<file path="src/rtl/irqc_pkg.sv">
// Package irqc_pkg
// Shared types and bit positions for the cascadable interrupt controller.
// Assumes a byte-wide write port; all command fields fit in one byte.
package irqc_pkg;
    localparam int BYTE_W = 8;

    // Bit positions inside the configuration bytes
    localparam int CFG1_TAG_B    = 4;  // even-address byte: 1 = start config
    localparam int CFG1_MODE_B   = 0;  // mode byte follows
    localparam int CFG1_SINGLE_B = 1;  // single operation, no cascade byte
    localparam int CFG1_LEVEL_B  = 3;  // level sensing
    localparam int MODE_AUTO_B   = 0;  // automatic end of interrupt
    localparam int MODE_NEST_B   = 4;  // special nesting on slave inputs

    typedef enum logic [2:0] {
        ST_UNCONF,
        ST_BASE,
        ST_CASC,
        ST_MODE,
        ST_READY
    } cfg_state_e;

    typedef struct packed {
        logic              need_mode;
        logic              single;
        logic              level;
        logic              auto_eoi;
        logic              nest;
        logic [BYTE_W-1:0] base;
        logic [BYTE_W-1:0] casc;
    } irqc_cfg_t;
endpackage

</file>
<file path="src/rtl/irqc_cfg_seq.sv">
// Module irqc_cfg_seq
// Walks the ordered configuration byte sequence, holds the configuration
// and the mask, and decodes start-of-config and end-of-interrupt strokes.
// Assumes wr_en is a single-cycle strobe already qualified by chip select.
module irqc_cfg_seq
    import irqc_pkg::*;
#(
    parameter int N_IN = 8
) (
    input  logic              clk,
    input  logic              rst_n,
    input  logic              wr_en,
    input  logic              a0,
    input  logic [BYTE_W-1:0] wdata,
    output irqc_cfg_t         cfg,
    output logic [N_IN-1:0]   imr,
    output logic              ready,
    output logic              start_pulse,
    output logic              eoi_pulse
);
    cfg_state_e st_q;
    irqc_cfg_t  cfg_q;
    logic [N_IN-1:0] imr_q;

    // Even-address stroke decode: restart or non-specific end of interrupt
    always_comb begin
        start_pulse = wr_en & ~a0 & wdata[CFG1_TAG_B];
        eoi_pulse   = wr_en & ~a0 & ~wdata[CFG1_TAG_B] &
                      (wdata[7:5] == 3'b001) & (st_q == ST_READY);
    end

    // Configuration state machine with its held fields and the mask
    always_ff @(posedge clk) begin
        if (!rst_n) begin
            st_q  <= ST_UNCONF;
            cfg_q <= '0;
            imr_q <= '0;
        end else if (start_pulse) begin
            st_q            <= ST_BASE;
            cfg_q.need_mode <= wdata[CFG1_MODE_B];
            cfg_q.single    <= wdata[CFG1_SINGLE_B];
            cfg_q.level     <= wdata[CFG1_LEVEL_B];
            cfg_q.auto_eoi  <= 1'b0;
            cfg_q.nest      <= 1'b0;
            imr_q           <= '0;
        end else if (wr_en && a0) begin
            case (st_q)
                ST_BASE: begin
                    cfg_q.base <= wdata;
                    st_q <= cfg_q.single ? (cfg_q.need_mode ? ST_MODE : ST_READY)
                                         : ST_CASC;
                end
                ST_CASC: begin
                    cfg_q.casc <= wdata;
                    st_q <= cfg_q.need_mode ? ST_MODE : ST_READY;
                end
                ST_MODE: begin
                    cfg_q.auto_eoi <= wdata[MODE_AUTO_B];
                    cfg_q.nest     <= wdata[MODE_NEST_B];
                    st_q           <= ST_READY;
                end
                ST_READY: imr_q <= wdata[N_IN-1:0];
                default: ;
            endcase
        end
    end

    assign cfg   = cfg_q;
    assign imr   = imr_q;
    assign ready = (st_q == ST_READY);
endmodule

</file>
<file path="src/rtl/irqc_req_latch.sv">
// Module irqc_req_latch
// Request register: captures rising edges (edge mode) or follows the lines
// (level mode); acknowledged bits are cleared; a restart flushes it.
// Assumes request lines are already synchronous to clk.
module irqc_req_latch #(
    parameter int N_IN = 8
) (
    input  logic            clk,
    input  logic            rst_n,
    input  logic            flush,
    input  logic            level,
    input  logic [N_IN-1:0] irq,
    input  logic [N_IN-1:0] ack_clr,
    output logic [N_IN-1:0] irr
);
    logic [N_IN-1:0] prev_q;
    logic [N_IN-1:0] irr_q;

    // Edge history and request capture
    always_ff @(posedge clk) begin
        if (!rst_n) begin
            prev_q <= '0;
            irr_q  <= '0;
        end else begin
            prev_q <= irq;
            if (flush)      irr_q <= '0;
            else if (level) irr_q <= irq & ~ack_clr;
            else            irr_q <= (irr_q | (irq & ~prev_q)) & ~ack_clr;
        end
    end

    assign irr = irr_q;
endmodule

</file>
<file path="src/rtl/irqc_resolver.sv">
// Module irqc_resolver
// Fixed-priority resolver: input 0 ranks highest. Presents the best
// unmasked request when it outranks all in-service inputs, or equals an
// in-service input that is allowed to nest on itself.
module irqc_resolver #(
    parameter int N_IN = 8,
    localparam int IDX_W = $clog2(N_IN)
) (
    input  logic [N_IN-1:0]  irr,
    input  logic [N_IN-1:0]  imr,
    input  logic [N_IN-1:0]  isr,
    input  logic [N_IN-1:0]  allow_eq,
    output logic [IDX_W-1:0] req_idx,
    output logic             present
);
    logic [N_IN-1:0]  pend;
    logic [IDX_W-1:0] svc_idx;
    logic             pend_any, svc_any;

    // Priority encode the pending and in-service sets, then compare
    always_comb begin
        pend     = irr & ~imr;
        req_idx  = '0;
        svc_idx  = '0;
        pend_any = 1'b0;
        svc_any  = 1'b0;
        for (int i = N_IN - 1; i >= 0; i--) begin
            if (pend[i]) begin
                req_idx  = i[IDX_W-1:0];
                pend_any = 1'b1;
            end
            if (isr[i]) begin
                svc_idx = i[IDX_W-1:0];
                svc_any = 1'b1;
            end
        end
        present = pend_any & (~svc_any | (req_idx < svc_idx) |
                              ((req_idx == svc_idx) & allow_eq[req_idx]));
    end
endmodule

</file>
<file path="src/rtl/cascade_irq_ctrl.sv">
// Module cascade_irq_ctrl
// Top of the interrupt controller: configuration, request capture,
// priority, in-service tracking, acknowledge and cascade vector hand-off.
// Assumes inta is a one-cycle pulse and, in a chain, both controllers see it.
module cascade_irq_ctrl
    import irqc_pkg::*;
#(
    parameter int N_IN = 8,
    localparam int IDX_W = $clog2(N_IN)
) (
    input  logic              clk,
    input  logic              rst_n,
    input  logic              cs,
    input  logic              a0,
    input  logic              wr,
    input  logic [BYTE_W-1:0] wdata,
    input  logic              master_sel,
    input  logic [N_IN-1:0]   irq_in,
    output logic              int_out,
    input  logic              inta,
    output logic [IDX_W-1:0]  cas_id_out,
    output logic              cas_act_out,
    input  logic [IDX_W-1:0]  cas_id_in,
    input  logic              cas_act_in,
    output logic [BYTE_W-1:0] vec_out,
    output logic              vec_en
);
    localparam logic [N_IN-1:0] ONE = {{(N_IN-1){1'b0}}, 1'b1};

    irqc_cfg_t         cfg;
    logic [N_IN-1:0]   imr, irr, isr_q, allow_eq, set_v, clr_v, ack_clr;
    logic              ready, start_pulse, eoi_pulse, present;
    logic [IDX_W-1:0]  req_idx, vec_idx, ack_idx_q;
    logic              slave_role, cas_en, ack, m_take, cas_hit, s_sel, s_take;
    logic              take, drive, ack_set_q;
    logic [BYTE_W-1:0] vec_q;
    logic              vec_en_q;

    irqc_cfg_seq #(.N_IN(N_IN)) u_cfg (
        .clk(clk), .rst_n(rst_n), .wr_en(wr & cs), .a0(a0), .wdata(wdata),
        .cfg(cfg), .imr(imr), .ready(ready),
        .start_pulse(start_pulse), .eoi_pulse(eoi_pulse)
    );

    irqc_req_latch #(.N_IN(N_IN)) u_req (
        .clk(clk), .rst_n(rst_n), .flush(start_pulse), .level(cfg.level),
        .irq(irq_in), .ack_clr(ack_clr), .irr(irr)
    );

    irqc_resolver #(.N_IN(N_IN)) u_res (
        .irr(irr), .imr(imr), .isr(isr_q), .allow_eq(allow_eq),
        .req_idx(req_idx), .present(present)
    );

    // Role, acknowledge and cascade hand-off decisions
    always_comb begin
        slave_role = ~master_sel & ~cfg.single;
        cas_en     = master_sel & ~cfg.single;
        allow_eq   = cfg.casc[N_IN-1:0] & {N_IN{cfg.nest & cas_en}};
        ack        = inta & ready;
        m_take     = ack & ~slave_role & present;
        cas_hit    = m_take & cas_en & cfg.casc[req_idx];
        s_sel      = ack & slave_role & cas_act_in & (cas_id_in == cfg.casc[IDX_W-1:0]);
        s_take     = s_sel & present;
        take       = m_take | s_take;
        drive      = (ack & ~slave_role & ~cas_hit) | s_sel;
        vec_idx    = take ? req_idx : IDX_W'(N_IN - 1);
        ack_clr    = take ? (ONE << req_idx) : '0;
        set_v      = ack_clr;
        clr_v      = '0;
        if (eoi_pulse)                 clr_v = clr_v | (isr_q & (~isr_q + ONE));
        if (cfg.auto_eoi && ack_set_q) clr_v = clr_v | (ONE << ack_idx_q);
    end

    // In-service register and registered vector output
    always_ff @(posedge clk) begin
        if (!rst_n) begin
            isr_q     <= '0;
            vec_q     <= '0;
            vec_en_q  <= 1'b0;
            ack_set_q <= 1'b0;
            ack_idx_q <= '0;
        end else begin
            isr_q     <= start_pulse ? '0 : ((isr_q | set_v) & ~clr_v);
            vec_en_q  <= drive;
            if (drive) vec_q <= cfg.base + BYTE_W'(vec_idx);
            ack_set_q <= take;
            ack_idx_q <= req_idx;
        end
    end

    assign int_out     = ready & present;
    assign cas_id_out  = req_idx;
    assign cas_act_out = cas_hit;
    assign vec_out     = vec_q;
    assign vec_en      = vec_en_q;
endmodule

</file>
<file path="config.mk">
export PLATFORM = sky130hd
export DESIGN_NAME = cascade_irq_ctrl
export DESIGN_NICKNAME = d
export VERILOG_FILES = /design/src/rtl/irqc_pkg.sv /design/src/rtl/irqc_cfg_seq.sv /design/src/rtl/irqc_req_latch.sv /design/src/rtl/irqc_resolver.sv /design/src/rtl/cascade_irq_ctrl.sv
export SDC_FILE = /design/constraint.sdc
export NUM_CORES = 1
export LEC_CHECK = 0
export ABC_AREA = 0
export BUFFER_PORTS_ARGS = -buffer_cell sky130_fd_sc_hd__buf_2
export CAP_MARGIN = 15
export CORE_ASPECT_RATIO = 0.75
export CORE_MARGIN = 5
export CORE_UTILIZATION = 63
export DETAILED_ROUTE_END_ITERATION = 8
export PLACE_DENSITY = 0.83
export SLEW_MARGIN = 20
export SYNTH_ARGS = -nofsm -noshare
export SYNTH_HDL_FRONTEND = slang
export SYNTH_SLANG_ARGS = --single-unit
</file>
<file path="constraint.sdc">
create_clock -name clk -period 7.59 [get_ports clk]
set_input_delay 0.3795 -clock clk [delete_from_list [all_inputs] [get_ports clk]]
set_output_delay 0.3795 -clock clk [all_outputs]
set_load 0.05 [all_outputs]
</file>
Yosys cells after proc, flatten, opt, wreduce, memory -nomap -nowiden:

Index checks and enable logic that the tools add are counted.

* memory bits (writable): 0
* bits in registers: 69
* memories kept: 0
* latch bits: 0
* bits in read-only memories: 0
* output and inout port bits: 14

* shifts and indexed selects: 2
* reductions and logical operators: 12
* multiplexer cells: 46
* $mul: 0
* add/subtract/negate cells: 2
* equality and inequality tests: 7
* bitwise logic cells: 50
* magnitude comparators: 2
* div/mod/pow operators: 0

Operators by type and width (number)
* 3-bit two-way mux: 19
* 8-bit AND: 7
* 8-bit inverter: 5
* 8-bit two-way mux: 4
* 8-bit OR: 3
* 1-bit AND: 22
* 1-bit two-way mux: 20
* 1-bit by 3-bit << shifter with 8-bit output, first input constant: 2
* 1-bit inverter: 9
* 3-bit case mux with 3 select lines: 1
* 8-bit by 1-bit adder with 8-bit output, second input constant: 1
* 8-bit by 3-bit adder with 8-bit output: 1
* 2-bit AND reduction: 4
* 1-bit binary-select mux with 3-bit select: 2
* 3-bit by 1-bit == test with 1-bit output, second input constant: 2
* 3-bit by 2-bit == test with 1-bit output, second input constant: 2
* 3-bit == test: 2
* 3-bit AND reduction: 2
* 3-bit by 4-bit less-than comparator with 1-bit output, second input constant: 1
* 1-bit OR: 4
* 4-bit nonzero test: 1
* 3-bit == test, second input constant: 1
* 3-bit less-than comparator: 1
* 3-bit nonzero test: 1
* other kinds (3): 4

Longest topological paths before layout:

* word-level depth: 21
* gate-level depth with buffers: 24
* gate-level depth less buffers: 23

By module:

Synthesis repeated with hierarchy kept, for this count alone.

* cell total of the unflattened synthesis: 433
* area total of the unflattened synthesis: 3791.1 µm²

By module, submodules not included
* irqc_cfg_seq: instances 1, area each 1368.8 µm², sequential area each 640.6 µm², cells each 148
* cascade_irq_ctrl: instances 1, area each 1348.8 µm², sequential area each 420.4 µm², cells each 164
* irqc_req_latch: instances 1, area each 615.6 µm², sequential area each 320.3 µm², cells each 59
* irqc_resolver: instances 1, area each 457.9 µm², sequential area each 0.0 µm², cells each 62

Worst setup path after synthesis:

Ideal clock, no wire load.

* path kind: reg-to-output
* from: reg u_cfg.imr_q[4] (netlist: u_cfg.imr[4])
* to: out cas_act_out
* arrival: 3768 ps
* stages on the path, launching flop included: 13
* data required time: 7210 ps
* path buffers: 0
* slack: 3442 ps
* cells stage by stage: dfxtp_1 nand2b_1 nand4_1 nand3_2 clkinv_1 ha_1 nand2b_1 a222oi_1 a211o_1 o211a_1 nor3_1 o21ai_2 nor3_1

* cells in the longest elaborated chain, start to end: 15

Ends and longest elaborated chain
* start, declared: RTL line irqc_cfg_seq.sv:23 `logic [N_IN-1:0] imr_q;`
* start signal, assigned: RTL line irqc_cfg_seq.sv:62 `ST_READY: imr_q <= wdata[N_IN-1:0];`
* 8-bit inverter *: RTL line irqc_resolver.sv:22 `pend = irr & ~imr;`
* 8-bit AND *: RTL line irqc_resolver.sv:22
* 3-bit two-way mux * (5 in series): RTL line irqc_resolver.sv:28 `if (pend[i]) begin`
* via cas_id_out[2]: RTL line cascade_irq_ctrl.sv:21 `output logic [IDX_W-1:0] cas_id_out,`
* 1-bit binary-select mux with 3-bit select: RTL line irqc_resolver.sv:38 `((req_idx == svc_idx) & allow_eq[req_idx]));`
* 1-bit two-way mux (not written as such): RTL line irqc_resolver.sv:38
* 1-bit AND: RTL line irqc_resolver.sv:38
* 1-bit OR: RTL line irqc_resolver.sv:37 `present = pend_any & (~svc_any | (req_idx < svc_idx) |`
* 1-bit AND: RTL line irqc_resolver.sv:37
* 1-bit AND: RTL line cascade_irq_ctrl.sv:61 `m_take = ack & ~slave_role & present;`
* 1-bit AND: RTL line cascade_irq_ctrl.sv:62 `cas_hit = m_take & cas_en & cfg.casc[req_idx];`
* 1-bit AND *: RTL line cascade_irq_ctrl.sv:62
* end, declared: RTL line cascade_irq_ctrl.sv:22 `output logic cas_act_out,`

Mark *: on every way through the listed nets, which the timed path passes. The rest lies on a longest branch. The select of a mux whose other input is x is not followed.

Final worst setup path:

* from: reg u_cfg.imr_q[4] (netlist: u_cfg.imr[4])
* to: reg vec_q[7] (netlist: vec_out[7])

* cells in the longest elaborated chain, start to end: 18

Ends and longest elaborated chain
* 8-bit inverter *: RTL line irqc_resolver.sv:22
* 8-bit AND *: RTL line irqc_resolver.sv:22
* parallel branches: the longest is 16 deep, another holds 3-bit two-way mux
* end signal, assigned: RTL line cascade_irq_ctrl.sv:86 `if (drive) vec_q <= cfg.base + BYTE_W'(vec_idx);`
* end, declared: RTL line cascade_irq_ctrl.sv:36 `logic [BYTE_W-1:0] vec_q;`

Every way passes the cells marked *. The select of a mux whose other input is x is not followed.
A chain may end at the register's enable or synchronous reset.

==> flow_summary.yaml <==
outcome:
  status: "complete, no violations"
finish:
  area_growth_syn_to_layout_pct: 11.7
  drive_gt1_share_pct: 16.3
  final_net_count: 482
  fillerInstances: 448
  antenna-diode-count: 0
  fin_util_pct: 73.8
grt:
  grt_first_pass_wirelength_um: 15400
  gr-total-overflow: 0
  first_global_vias: 3044
  antenna_found_initial: 0
  grt_max_degree: 28
  grt_usage_pct: 27.1
synth:
  ys_async_sr_fraction_pct: 0
  synth.area.mux_share_pct: 9.80
  post_syn_instances: 415
  synth_compound_area_share_pct: 17.6
  synth-seq-area-share_pct: 38.6
  synth-edff-count: 0
  synth_cell_types: 66
  synth_flop_type: "sky130_fd_sc_hd__dfxtp_1"
  synth_xor_xnor_area_share_pct: 2.21
  synth.net_count: 448
  synthesis.yosys.warnings: 0
  synth.avg_cell_area_um2: 8.61
  mapped_area_um2: 3570
  synthSimpleGateAreaFrac_pct: 25.8
  fraction_of_the_mapped_netlist_area_in_adder_cells_pct: 2.31
  postSynthRegisterBits: 69
  main_combinational_cell_family_by_area_after_synthesis: "simple AND/OR/NAND/NOR gates"
floorplan:
  boundaryPins: 41
  dieWidth_um: 97.0
  floorplan.initialDensity_pct: 66.1
  std_cell_rows: 23
  core-area_um2: 5410
  fp.dieH_um: 75.2
  fp.dieArea_um2: 7300
detailed_routing:
  routed_via_density: 6.14
  route.vias.total: 3249
  first_iter_violations: 338
  drc_errors: 0
  drtAntennaViolNets: 0
  detail_route.wirelength_um: 9310
  wire_per_inst_um: 17.6
  dr.pass1.iters: 6
clock_tree:
  cts-buffers-inserted: 9
  max-clock-path-buffers: 2
  clock-root-buffer: "sky130_fd_sc_hd__clkbuf_8"
  insertion_delay_ns: 0.35
  cts_repair_resize_count: 0
  cts.reportedPaths.clkPinSlew_ns: 0.08
  htree_num_levels: 3
  post_cts_buffers: 0
  hold_fix_buffers_cts: 0
  number_of_clock_sinks: 69
  tritoncts_clock_tree: "built"
flow_run:
  cap_violations: 0
timing:
  maxSlewHeadroom_pct: 30.4
  final_period_minus_worst_setup_slack_ns: 4.59
  max_slew.worst_pin.slew_ns: 1.04
  fin_tns_setup_ns: 0
  min_period_over_period_pct: 60.5
  unrepaired_setup_endpoints_after_global_routing: "no"
  report.final.setup_viol: 0
  max_freq_mhz: 218
  worst_clock_skew_ns: 0.00498
  drv_slew: 0
  hold_violations: 0
  post_route_setup_slack_ns: 3.00
critical_path:
  worst_setup_path_start_kind: "register"
  worst_ep_required_time_ns: 7.87
  crit_path_end_kind: "register"
  crit_path_top_delay_cell: "sky130_fd_sc_hd__o211a_1"
  highest_net_fanout_along_the_worst_path: 11
  crit_path_cell_trace: "nand2b_1, and3_4, a211o_1, inv_1, ha_1, nand2b_1, a222oi_1, a211o_1, o211a_1, nor3_1, o211a_1, nand2_1, ha_1, a21o_1, a21oi_1, nor2_1, nand3_1, xnor2_1, nand2_1, mux2i_1"
  timing.critical_path.slowest_cell_delay_ns: 0.46
  arrival_ns: 4.87
  criticalPathCategory: "register to register"
power_and_ir_drop:
  ir_drop_mv: 0.163
  power_density_nw_per_um2: 203
  static-leakage-power_uw: 0.00157
  fin_total_pwr_uw: 812
place:
  dp_hpwl_um: 7070
  placement.setup.worst_slack_ns: 3.09
  gp_congestion: 0.952
  port_buffers: 40
worst_hold_path:
  hold_path.class: "input port to register"
## Yosys cell counts (4+ instances only)
cell,instances,share of area [%]
sky130_fd_sc_hd__o21ai_0,15,2.1
sky130_fd_sc_hd__a21oi_1,21,2.9
sky130_fd_sc_hd__nand4_1,5,0.88
sky130_fd_sc_hd__o21a_1,4,0.84
sky130_fd_sc_hd__nor2_1,58,6.1
sky130_fd_sc_hd__inv_1,5,0.53
sky130_fd_sc_hd__a21boi_0,9,1.9
sky130_fd_sc_hd__xnor2_1,6,1.5
sky130_fd_sc_hd__nand2b_1,13,2.3
sky130_fd_sc_hd__mux2i_1,35,9.8
sky130_fd_sc_hd__nor2b_1,7,1.2
sky130_fd_sc_hd__nand3_1,10,1.4
sky130_fd_sc_hd__ha_1,5,1.8
sky130_fd_sc_hd__a211oi_1,5,1.1
sky130_fd_sc_hd__dfxtp_1,69,39
sky130_fd_sc_hd__clkbuf_1,11,1.2
sky130_fd_sc_hd__nor4_1,4,0.70
sky130_fd_sc_hd__nand2_1,40,4.2
sky130_fd_sc_hd__nor3_1,13,1.8
sky130_fd_sc_hd__buf_6,4,1.3
sky130_fd_sc_hd__and2_1,10,1.8
## metrics by stage
stage | area (um2) | hold slack, ns | instances
after floorplan | 3570 | 0.451 | 415
after global placement | 3770 | 0.443 | 513
after detailed placement | 3770 | 0.450 | 513
after CTS | 3990 | 0.223 | 529
after global routing | 3990 | 0.230 | 529
final | 3990 | 0.235 | 529
## critical path, delay by kind of cell, from the launching register on
| kind | cells | cell delay [ns] |
|---|---|---|
| AO/OA/AOI/OAI | 7 | 1.81 |
| AND/OR/NAND/NOR | 8 | 1.32 |
| adder cells (fa/ha/maj) | 2 | 0.55 |
| flip-flops | 1 | 0.32 |
| buffers and inverters | 1 | 0.23 |
| multiplexers | 1 | 0.15 |
| XOR/XNOR | 1 | 0.12 |
## layer usage
layer / track usage [%] / up-vias / wire length, um
met5: 0 / - / 0
met4: 9.19 / 0 / 199
met3: 7.50 / 29 / 808
met2: 43.0 / 148 / 4070
met1: 36.2 / 1521 / 4240
li1: - / 1551 / -
## state kept, by name, indices dropped and copies added (netlist names)
name	count
u_cfg.st_q	3
isr_q	8
u_cfg.cfg	21
u_req.prev_q	8
u_cfg.imr	8
vec_out	8
ack_set_q	1
u_req.irr	8
ack_idx_q	3
vec_en	1
## cells in the final DEF (no fill, tap or decap), types with 9 or more instances in the layout
cell / n
sky130_fd_sc_hd__o21ai_0: 15
sky130_fd_sc_hd__nand3_1: 10
sky130_fd_sc_hd__nor3_1: 13
sky130_fd_sc_hd__dfxtp_1: 69
sky130_fd_sc_hd__nor2_1: 58
sky130_fd_sc_hd__nand2b_1: 13
sky130_fd_sc_hd__a21boi_0: 9
sky130_fd_sc_hd__and2_1: 10
sky130_fd_sc_hd__a21oi_1: 21
sky130_fd_sc_hd__nand2_1: 40
sky130_fd_sc_hd__mux2i_1: 35
sky130_fd_sc_hd__clkbuf_8: 9
sky130_fd_sc_hd__buf_2: 40
## where the power goes
part | total, uW | internal [uW] | switching (uW)
sequential | 375 | 370 | 5.22
combinational | 101 | 30.8 | 70.5
clock | 335 | 186 | 150
## worst paths after layout
check	startpoint	to	slack, ns	cells after the start
hold / removal	irq_in[3]	u_req.prev_q[3]	0.24	2
hold reg to reg	vec_out[0]	vec_out[0]	0.46	2
setup / recovery	u_cfg.imr[4]	vec_out[7]	3.00	20
setup reg to reg	u_cfg.imr[4]	vec_out[7]	3.00	20
## kinds of logic after synthesis
kind of cell,after synthesis
simple gates,182
mux,35
xor+xnor,9
flops,69
compound gates,89
buf+inv,25
fa+ha+maj,6
## area by class of cell
class                      count  area (um2)  area share [%]
tap                           75        93.8            2.35
timing repair buffer          40         200            5.02
sequential                    69        1380            34.6
inverter                       8        30.0           0.752
multi-input combinational    321        2060            51.7
clock buffer                   9         124            3.10
clock inverter                 7        97.6            2.45
No activity file was read; power rests on OpenSTA's default activity.
